## src/rtl/dio_irq_pkg.sv

```systemverilog
`timescale 1ns/1ps
package dio_irq_pkg;

    localparam int PORT_W = 8;
    localparam int REG_W  = 8;

    // selector for the port-C source of one group
    typedef enum logic [1:0] {
        SRC_OFF    = 2'b00,
        SRC_BIT0   = 2'b01,
        SRC_BIT4   = 2'b10,
        SRC_EITHER = 2'b11
    } csrc_e;

    typedef struct packed {
        logic  flag;
        logic  fall;
        csrc_e mode;
    } grp_ctl_t;

    // control register bit positions
    localparam int B_CFLAG    = 7;
    localparam int B_FALL     = 6;
    localparam int B_MODE_LO  = 4;
    localparam int B_COS_FLAG = 3;
    localparam int B_COS_EN   = 2;
    localparam int B_PM_FLAG  = 1;
    localparam int B_PM_EN    = 0;

    // port-C bits that the selector can pick
    localparam int SEL_LO = 0;
    localparam int SEL_HI = 4;

endpackage

```

## src/rtl/dio_sync.sv

```systemverilog
`timescale 1ns/1ps
module dio_sync #(
    parameter int W      = 8,
    parameter int STAGES = 2
) (
    input  logic         clk_i,
    input  logic         rst_ni,
    input  logic [W-1:0] d_i,
    output logic [W-1:0] q_o
);
    logic [STAGES-1:0][W-1:0] chain_d, chain_q;

    always_comb begin
        chain_d[0] = d_i;
        for (int s = 1; s < STAGES; s++) begin
            chain_d[s] = chain_q[s-1];
        end
    end

    always_ff @(posedge clk_i or negedge rst_ni) begin
        if (!rst_ni) chain_q <= '0;
        else         chain_q <= chain_d;
    end

    assign q_o = chain_q[STAGES-1];
endmodule

```

## src/rtl/dio_portc_src.sv

```systemverilog
`timescale 1ns/1ps
module dio_portc_src
    import dio_irq_pkg::*;
(
    input  logic              clk_i,
    input  logic              rst_ni,
    input  logic [PORT_W-1:0] c_i,
    input  csrc_e             mode_i,
    input  logic              fall_i,
    output logic              evt_o
);
    logic [PORT_W-1:0] prev_d, prev_q;
    logic              cur_s, old_s;

    function automatic logic pick(input logic [PORT_W-1:0] v, input csrc_e m);
        case (m)
            SRC_BIT0:   return v[SEL_LO];
            SRC_BIT4:   return v[SEL_HI];
            SRC_EITHER: return v[SEL_LO] | v[SEL_HI];
            default:    return 1'b0;
        endcase
    endfunction

    always_comb begin
        prev_d = c_i;
        cur_s  = pick(c_i, mode_i);
        old_s  = pick(prev_q, mode_i);
        evt_o  = (mode_i != SRC_OFF) &&
                 (fall_i ? (old_s && !cur_s) : (!old_s && cur_s));
    end

    always_ff @(posedge clk_i or negedge rst_ni) begin
        if (!rst_ni) prev_q <= '0;
        else         prev_q <= prev_d;
    end


    off_quiet_chk: assert property (@(posedge clk_i) disable iff (!rst_ni)
        (mode_i == SRC_OFF) |-> !evt_o);


    static_quiet_chk: assert property (@(posedge clk_i) disable iff (!rst_ni)
        (c_i == prev_q) |-> !evt_o);
endmodule

```

## src/rtl/dio_pattern_det.sv

```systemverilog
`timescale 1ns/1ps
module dio_pattern_det
    import dio_irq_pkg::*;
(
    input  logic              clk_i,
    input  logic              rst_ni,
    input  logic [PORT_W-1:0] val_i,
    input  logic [PORT_W-1:0] pat_i,
    input  logic [PORT_W-1:0] mask_i,
    output logic              evt_o
);
    logic match, match_d, match_q;

    always_comb begin
        match   = ((val_i ^ pat_i) & mask_i) == '0;
        match_d = match;
        evt_o   = match && !match_q;
    end

    always_ff @(posedge clk_i or negedge rst_ni) begin
        if (!rst_ni) match_q <= 1'b1;
        else         match_q <= match_d;
    end


    one_shot_chk: assert property (@(posedge clk_i) disable iff (!rst_ni)
        evt_o |=> !evt_o);
endmodule

```

## src/rtl/dio_cos_det.sv

```systemverilog
`timescale 1ns/1ps
module dio_cos_det
    import dio_irq_pkg::*;
(
    input  logic              clk_i,
    input  logic              rst_ni,
    input  logic [PORT_W-1:0] val_i,
    input  logic [PORT_W-1:0] mask_i,
    output logic              evt_o
);
    logic [PORT_W-1:0] prev_d, prev_q;

    always_comb begin
        prev_d = val_i;
        evt_o  = |((val_i ^ prev_q) & mask_i);
    end

    always_ff @(posedge clk_i or negedge rst_ni) begin
        if (!rst_ni) prev_q <= '0;
        else         prev_q <= prev_d;
    end


    no_mask_quiet_chk: assert property (@(posedge clk_i) disable iff (!rst_ni)
        (mask_i == '0) |-> !evt_o);
endmodule

```

## src/rtl/dio_irq_ctrl.sv

```systemverilog
`timescale 1ns/1ps
module dio_irq_ctrl
    import dio_irq_pkg::*;
#(
    parameter int NUM_GRP     = 4,
    parameter int SYNC_STAGES = 2,
    localparam int AW         = $clog2(NUM_GRP + 3)
) (
    input  logic                      clk_i,
    input  logic                      rst_ni,
    input  logic                      wr_en_i,
    input  logic [AW-1:0]             wr_addr_i,
    input  logic [REG_W-1:0]          wr_data_i,
    input  logic [AW-1:0]             rd_addr_i,
    output logic [REG_W-1:0]          rd_data_o,
    input  logic [PORT_W-1:0]         pa_i,
    input  logic [PORT_W-1:0]         pb_i,
    input  logic [NUM_GRP*PORT_W-1:0] pc_i,
    output logic                      irq_o
);
    localparam int IN_W   = (NUM_GRP + 2) * PORT_W;
    localparam int A_PAT  = NUM_GRP;
    localparam int A_PMSK = NUM_GRP + 1;
    localparam int A_CMSK = NUM_GRP + 2;

    typedef struct packed {
        grp_ctl_t [NUM_GRP-1:0] grp;
        logic                   pm_en;
        logic                   pm_flag;
        logic                   cos_en;
        logic                   cos_flag;
        logic [PORT_W-1:0]      pat;
        logic [PORT_W-1:0]      pat_mask;
        logic [PORT_W-1:0]      cos_mask;
    } st_t;

    st_t st_d, st_q;

    // ---------------- input synchronization ----------------
    logic [IN_W-1:0]           pins_s;
    logic [PORT_W-1:0]         pa_s, pb_s;
    logic [NUM_GRP*PORT_W-1:0] pc_s;

    dio_sync #(.W(IN_W), .STAGES(SYNC_STAGES)) u_sync (
        .clk_i  (clk_i),
        .rst_ni (rst_ni),
        .d_i    ({pc_i, pb_i, pa_i}),
        .q_o    (pins_s)
    );

    assign pa_s = pins_s[PORT_W-1:0];
    assign pb_s = pins_s[2*PORT_W-1:PORT_W];
    assign pc_s = pins_s[IN_W-1:2*PORT_W];

    // ---------------- event detectors ----------------
    logic [NUM_GRP-1:0] c_evt;
    logic               pm_evt, cos_evt;

    for (genvar g = 0; g < NUM_GRP; g++) begin : g_csrc
        dio_portc_src u_src (
            .clk_i  (clk_i),
            .rst_ni (rst_ni),
            .c_i    (pc_s[g*PORT_W +: PORT_W]),
            .mode_i (st_q.grp[g].mode),
            .fall_i (st_q.grp[g].fall),
            .evt_o  (c_evt[g])
        );
    end

    dio_pattern_det u_pm (
        .clk_i  (clk_i),
        .rst_ni (rst_ni),
        .val_i  (pa_s),
        .pat_i  (st_q.pat),
        .mask_i (st_q.pat_mask),
        .evt_o  (pm_evt)
    );

    dio_cos_det u_cos (
        .clk_i  (clk_i),
        .rst_ni (rst_ni),
        .val_i  (pb_s),
        .mask_i (st_q.cos_mask),
        .evt_o  (cos_evt)
    );

    // ---------------- register and flag update ----------------
    logic [NUM_GRP-1:0] wr_grp;

    always_comb begin
        st_d = st_q;
        for (int g = 0; g < NUM_GRP; g++) begin
            wr_grp[g] = wr_en_i && (wr_addr_i == AW'(g));
        end

        for (int g = 0; g < NUM_GRP; g++) begin
            if (wr_grp[g]) begin
                st_d.grp[g].fall = wr_data_i[B_FALL];
                st_d.grp[g].mode = csrc_e'(wr_data_i[B_MODE_LO +: 2]);
                if (wr_data_i[B_CFLAG]) st_d.grp[g].flag = 1'b0;
            end
            // a new event wins over a clear on the same edge
            if (c_evt[g]) st_d.grp[g].flag = 1'b1;
        end

        if (wr_grp[0]) begin
            st_d.cos_en = wr_data_i[B_COS_EN];
            st_d.pm_en  = wr_data_i[B_PM_EN];
            if (wr_data_i[B_COS_FLAG]) st_d.cos_flag = 1'b0;
            if (wr_data_i[B_PM_FLAG])  st_d.pm_flag  = 1'b0;
        end
        if (cos_evt && st_q.cos_en) st_d.cos_flag = 1'b1;
        if (pm_evt  && st_q.pm_en)  st_d.pm_flag  = 1'b1;

        if (wr_en_i) begin
            if (wr_addr_i == AW'(A_PAT))  st_d.pat      = wr_data_i[PORT_W-1:0];
            if (wr_addr_i == AW'(A_PMSK)) st_d.pat_mask = wr_data_i[PORT_W-1:0];
            if (wr_addr_i == AW'(A_CMSK)) st_d.cos_mask = wr_data_i[PORT_W-1:0];
        end
    end

    always_ff @(posedge clk_i or negedge rst_ni) begin
        if (!rst_ni) st_q <= '0;
        else         st_q <= st_d;
    end

    // ---------------- read port ----------------
    always_comb begin
        rd_data_o = '0;
        for (int g = 0; g < NUM_GRP; g++) begin
            if (rd_addr_i == AW'(g)) begin
                rd_data_o[B_CFLAG]        = st_q.grp[g].flag;
                rd_data_o[B_FALL]         = st_q.grp[g].fall;
                rd_data_o[B_MODE_LO +: 2] = st_q.grp[g].mode;
                if (g == 0) begin
                    rd_data_o[B_COS_FLAG] = st_q.cos_flag;
                    rd_data_o[B_COS_EN]   = st_q.cos_en;
                    rd_data_o[B_PM_FLAG]  = st_q.pm_flag;
                    rd_data_o[B_PM_EN]    = st_q.pm_en;
                end
            end
        end
        if (rd_addr_i == AW'(A_PAT))  rd_data_o = REG_W'(st_q.pat);
        if (rd_addr_i == AW'(A_PMSK)) rd_data_o = REG_W'(st_q.pat_mask);
        if (rd_addr_i == AW'(A_CMSK)) rd_data_o = REG_W'(st_q.cos_mask);
    end

    // ---------------- interrupt request ----------------
    logic any_flag;

    always_comb begin
        irq_o    = (st_q.cos_flag && st_q.cos_en) || (st_q.pm_flag && st_q.pm_en);
        any_flag = st_q.cos_flag || st_q.pm_flag;
        for (int g = 0; g < NUM_GRP; g++) begin
            irq_o    = irq_o || (st_q.grp[g].flag && (st_q.grp[g].mode != SRC_OFF));
            any_flag = any_flag || st_q.grp[g].flag;
        end
    end


    irq_needs_flag_chk: assert property (@(posedge clk_i) disable iff (!rst_ni)
        irq_o |-> any_flag);


    cos_set_wins_chk: assert property (@(posedge clk_i) disable iff (!rst_ni)
        (cos_evt && st_q.cos_en) |=> st_q.cos_flag);


    cos_sticky_chk: assert property (@(posedge clk_i) disable iff (!rst_ni)
        (st_q.cos_flag && !(wr_grp[0] && wr_data_i[B_COS_FLAG])) |=> st_q.cos_flag);

    for (genvar g = 0; g < NUM_GRP; g++) begin : g_chk

        c_set_wins_chk: assert property (@(posedge clk_i) disable iff (!rst_ni)
            c_evt[g] |=> st_q.grp[g].flag);


        c_sticky_chk: assert property (@(posedge clk_i) disable iff (!rst_ni)
            (st_q.grp[g].flag && !(wr_grp[g] && wr_data_i[B_CFLAG])) |=> st_q.grp[g].flag);
    end
endmodule

```

## config.mk

```make
export PLATFORM = sky130hd
export DESIGN_NAME = dio_irq_ctrl
export DESIGN_NICKNAME = d
export VERILOG_FILES = /design/src/rtl/dio_irq_pkg.sv /design/src/rtl/dio_sync.sv /design/src/rtl/dio_portc_src.sv /design/src/rtl/dio_pattern_det.sv /design/src/rtl/dio_cos_det.sv /design/src/rtl/dio_irq_ctrl.sv
export SDC_FILE = /design/constraint.sdc
export NUM_CORES = 1
export LEC_CHECK = 0
export ABC_AREA = 1
export BUFFER_PORTS_ARGS = -buffer_cell sky130_fd_sc_hd__buf_2
export CAP_MARGIN = 10
export CORE_MARGIN = 10
export CORE_UTILIZATION = 30
export DETAILED_ROUTE_END_ITERATION = 12
export PLACE_DENSITY = 0.54
export SLEW_MARGIN = 40
export SYNTH_ARGS = -nofsm -noshare
export SYNTH_HDL_FRONTEND = slang
export SYNTH_SLANG_ARGS = --single-unit
```

## constraint.sdc

```tcl
create_clock -name clk_i -period 1.25 [get_ports clk_i]
set_input_delay 0.1875 -clock clk_i [delete_from_list [all_inputs] [get_ports clk_i]]
set_output_delay 0.1875 -clock clk_i [all_outputs]
set_load 0.1 [all_outputs]
```

; ---- Yosys cells after proc, flatten, opt, wreduce, memory -nomap -nowiden
; Index checks and enable logic that the tools add are counted.
; Widths: inputs -> output; s select.
[op_classes]
n_eq_ne = 24
muxes = 33
bitwise = 12
reduce_logical = 68
[op_table]
columns = cell, count
row1 = $mux 8, 4
row2 = $reduce_bool 2->1, 16
row3 = $mux 4, 7
row4 = $logic_and 1x1->1, 25
row5 = $pmux 1 s3, 8
row6 = $eq 3x3->1 const B, 6
row7 = $reduce_and 2->1, 9
row8 = $and 8x8->8, 2
row9 = $eq 2x2->1 const B, 8
row10 = $xor 8x8->8, 2
row11 = $mux 1, 13
row12 = $eq 3x2->1 const B, 4
row13 = $logic_not 1->1, 9
row14 = $eq 2x1->1 const B, 4
row15 = $logic_not 8->1, 1
row16 = $or 1x1->1, 8
row17 = $reduce_or 8->1, 1
row18 = $eq 3x1->1 const B, 2
row19 = $logic_not 3->1, 2
row20 = $logic_or 1x1->1, 5
row21 = $mux 3, 1
[totals]
reg_bits = 163
inputBits = 65
wordCells = 164

; ---- Longest topological paths before layout
[depth]
word_depth = 8
ltp_mapped = 8
depth_no_buf = 8

; ---- Modules after synthesis
; Synthesis repeated with hierarchy kept, for this count alone.
[unflattened]
hier_cells = 506
area_unflattened_um2 = 5566.6
[by_module_without_submodules]
columns = module, instances, cells_per_inst, area_per_inst_um2, seq_area_each_um2
row1 = dio_sync, 1, 96, 2402.3, 2402.3
row2 = dio_irq_ctrl, 1, 249, 2154.6, 1101.1
row3 = dio_cos_det, 1, 55, 391.6, 200.2
row4 = dio_portc_src, 4, 14, 97.6, 50.0
row5 = dio_pattern_det, 1, 50, 227.7, 26.3

; ---- Least setup slack after synthesis
; OpenSTA, ideal clock, no wires.
[synth_timing]
path_type = input -> output
from = input rd_addr_i[2]
to = output rd_data_o[0]
arrival_ps = 2156
t_required_ps = 1062
path_slack_ps = -1094
stages = 4
n_path_buf = 1
path_cell_list = inv_1 > buf_2 > nand2_1 > o2111ai_1
[synth_via]
elab_chain_len = 5
[synth_rtl]
columns = item, line_no
row1 = from (decl), dio_irq_ctrl.sv:14  ; input logic [AW-1:0] rd_addr_i,
row2 = $logic_not 3->1, dio_irq_ctrl.sv:131  ; if (rd_addr_i == AW'(g)) begin
row3 = $mux 8, dio_irq_ctrl.sv:131
row4 = $mux 8, dio_irq_ctrl.sv:143  ; if (rd_addr_i == AW'(A_PAT)) rd_data_o = REG_W'(st_q.pat);
row5 = $mux 8, dio_irq_ctrl.sv:144  ; if (rd_addr_i == AW'(A_PMSK)) rd_data_o = REG_W'(st_q.pat_mask);
row6 = $mux 8 (*), dio_irq_ctrl.sv:145  ; if (rd_addr_i == AW'(A_CMSK)) rd_data_o = REG_W'(st_q.cos_mask);
row7 = to (decl), dio_irq_ctrl.sv:15  ; output logic [REG_W-1:0] rd_data_o,
; Every way passes the cells marked *; elsewhere a longest branch is shown, timed or not.

; ---- Worst setup path after layout
[layout_timing]
from = register st_q[33] (netlist name)
to = output rd_data_o[5]
[layout_via]
elab_chain_len = 6
[layout_rtl]
columns = item, line_no
row1 = from (decl), dio_irq_ctrl.sv:37  ; st_t st_d, st_q;
row2 = from (signal assigned), dio_irq_ctrl.sv:124  ; else st_q <= st_d;
row3 = $mux 4 (3 in a row), dio_irq_ctrl.sv:131
row4 = $mux 8, dio_irq_ctrl.sv:143
row5 = $mux 8, dio_irq_ctrl.sv:144
row6 = $mux 8, dio_irq_ctrl.sv:145
; No other way between the ends.

==> key figures <==
Global route
  – GR Overflow Total: 0
  – Largest net degree at the start of global routing: 32
  – First-pass GRT wire length: 16.69 mm
  – Total GRT Usage: 10.70%
  – Vias in the first global route: 3393
  – Initial antenna violation count: 0

Yosys
  – Simple-Gate Fraction of Synth Area: 21.48%
  – Synth top area share: 64.34%
  – Fraction of synthesized cell area in xor and xnor cells: 0%
  – Cell Area, Synth: 4200 sq um
  – Post-synthesis mux area share: 0%
  – Mapped Avg Cell Area: 9.503 sq um
  – Post-synthesis sequential area ratio: 64.97%
  – Flops & latches, synth: 109
  – Mapped Nets: 507
  – Synth unique cells: 22
  – Area leader, netlist: dfrtp_1
  – Top post-synthesis cells by area: dfrtp_1, nand2_1, o21ai_0
  – Main combinational cell family by area after synthesis: simple AND/OR/NAND/NOR gates
  – Synth Area in Adders: 0%
  – Compound-Gate Fraction of Synth Area: 7.596%
  – Mapped Cells: 442
  – Yosys warns: 0

STA
  – Max Slew Vio Count: 0
  – RSZ-0062 raised after global routing: true
  – Final setup viols: 9
  – Relative slew margins: 68.77%
  – Worst hold slack: 0.1620 ns
  – Max frequency: 590.2 MHz
  – Least-Margin Pin Slew: 0.4685 ns
  – Final Hold Fails: 0
  – Final worst path period need: 1.694 ns
  – Clk_skew: 0.006948 ns
  – Setup_tns: -2.859 ns
  – Fin crit share: 135.5%
  – Post-route setup slack: -0.4443 ns

Clock network
  – Max Root-Sink Buffers: 2
  – Clock Latency Late Sink: 0.35 ns
  – CTS tree: built
  – Root Buffer: clkbuf_16
  – CTS buffer count: 9
  – H-tree levels: 3
  – Reg clk slew, reported paths: 0.07 ns
  – # clock sinks: 109

Floorplan
  – Placement Rows: 43
  – Die Area: 19130 sq um
  – Die span in x: 138.3 um
  – Die Height: 138.3 um
  – Ports: 74
  – Core ar.: 13770 sq um
  – Starting Density: 30.50%

Critical path
  – CP required: 1.06 ns
  – WS Path Type: flop to output port
  – CP Capture Type: output port
  – Crit path launch type: flop
  – Worst EP arrival: 1.51 ns
  – CP max FO: 2
  – R2R setup slack: 0.05 ns

Status
  – Failing checks: negative setup slack
  – Status: finished with violations

Route
  – Drt pass-1 iters: 4
  – Post-Route WL: 9.998 mm
  – Routed Antenna Nets: 0
  – # DRC: 0
  – DR vias: 3247
  – Vias per Instance: 4.289
  – 1st-iter DRT viols: 200
  – Wirelength per Cell: 13.21 um

Layout
  – Share of layout cells above drive strength 1: 26.69%
  – Diodes inserted: 0
  – Register area: 2729 sq um
  – Fillcell total: 1312
  – Final core occ: 43.29%
  – Multi-input logic area: 1375 sq um
  – Final Net Count: 637
  – Layout area overhead: 41.94%

Min path
  – HP Class: primary input to flop

Job
  – Max-Cap Viols: 0

Power
  – Leak: 2.941 nW
  – P per Cell Area: 1575 nW/um^2
  – Worst vdd ir: 0.7159 mV

Placed design
  – DP HPWL: 7.236 mm
  – IO buf count: 49
  – RePlAce Congestion: 0.8598
==> what timing repair did <==
| action | CTS | global route |
|---|---|---|
| pin swaps | 13 | 14 |
| hold buffers | 25 | 0 |
| hold endpoints to repair | 48 | 0 |
| gates resized for setup | 26 | 15 |
| buffers inserted | 10 | 4 |
| cloned | 0 | 0 |
| endpoints found under the setup margin | 9 | 12 |
==> layout by cell type (no fill, tap or decap), types with 2 or more instances in the layout <==
master and count:
nand2_4 3, a21oi_2 2, buf_2 38, nand2_2 6, nand4_1 9, inv_1 44
dfrtp_1 108, o21ai_0 40, bufinv_16 2, o21ai_1 10, nand2_1 136, dlygate4sd3_1 25
inv_2 7, buf_12 13, o2111ai_4 4, nor2_4 2, buf_4 43, nand3_2 6
buf_6 5, nand3_1 27, clkbuf_16 9, nor2_1 20
==> area by class of cell <==
type                    instances  share of cell area [%]
well taps                     180                   3.778
flip-flops and latches        109                   45.77
clock inverters                 6                   1.574
repair buffers                125                   18.36
clock buffers                  10                   4.008
inverters                      53                   3.442
multi-input cells             274                   23.06
==> synthesized netlist by cell type <==
cell / number
nand2_2: 2
a31oi_1: 1
nand4_1: 9
dfrtp_1: 108
a21oi_1: 3
o21ai_1: 6
and2_1: 1
nor2_1: 21
nor3_4: 1
o21a_1: 1
nor2_2: 1
inv_4: 1
buf_2: 3
nor2_4: 1
or2_2: 2
buf_6: 3
o2111ai_1: 4
nand2_1: 143
inv_1: 52
o21ai_0: 45
nand3_1: 33
dfstp_2: 1
==> worst max-delay path, cell delays in order, from the launching register on <==
cell,delay (ns)
dfrtp_1,0.41
buf_6,0.13
nand3_2,0.07
nand3_2,0.07
nor2_1,0.10
nand4_1,0.17
buf_12,0.22
==> cell families (layout without fill, tap and decap cells) <==
| logic type | Yosys count | in the layout |
|---|---|---|
| AO/OA/AOI/OAI | 60 | 60 |
| buffers and inverters | 59 | 194 |
| flip-flops | 109 | 109 |
| AND/OR/NAND/NOR | 214 | 214 |
==> worst paths after layout <==
path                            cells after the start                         to                    startpoint
max in group asynchronous                           3  u_cos.prev_q[4]$_DFF_PN0_                        rst_ni
worst max register to register                      6     u_pm.match_q$_DFF_PN1_          st_q[20]$_DFFE_PN0P_
worst min register to register                      0   u_sync.q_o[11]$_DFF_PN0_  u_sync.chain_d[59]$_DFF_PN0_
worst max-delay path                                6               rd_data_o[5]          st_q[33]$_DFFE_PN0P_
min in group asynchronous                           2       st_q[20]$_DFFE_PN0P_                        rst_ni
worst min-delay path                                3       st_q[10]$_DFFE_PN0P_                  wr_data_i[2]
==> power breakdown <==
part | total, mW | internal (mW) | switching, mW
Sequential | 4.20 | 3.91 | 0.283
Clock | 3.13 | 1.83 | 1.30
Combinational | 2.07 | 0.920 | 1.15
==> layer usage <==
| metal | routed length, um | global-route usage, % |
|---|---|---|
| met5 | 0 | 0 |
| met4 | 190 | 4.661 |
| met3 | 433 | 2.363 |
| met2 | 4935 | 18.70 |
| met1 | 4439 | 12.26 |
==> sequential cells by signal, summed over array words and instances, names as in the netlist <==
signal	cells
st_q	44
u_sync.chain_d	24
u_sync.q_o	24
g_csrc.u_src.prev_q	8
u_cos.prev_q	8
u_pm.match_q	1
==> per-stage QoR <==
step                cells  total power, mW  area [sq um]  setup slack, ns
floorplan             442            5.226          4282          -0.4718
global placement      702            6.026          5154          -0.2291
detailed placement    702            6.061          5154          -0.2580
CTS                   753            9.438          5897          -0.4847
global route          757            9.887          5962          -0.4905
finish                757            9.390          5962          -0.4443
Power figures use the tool's default switching activity.
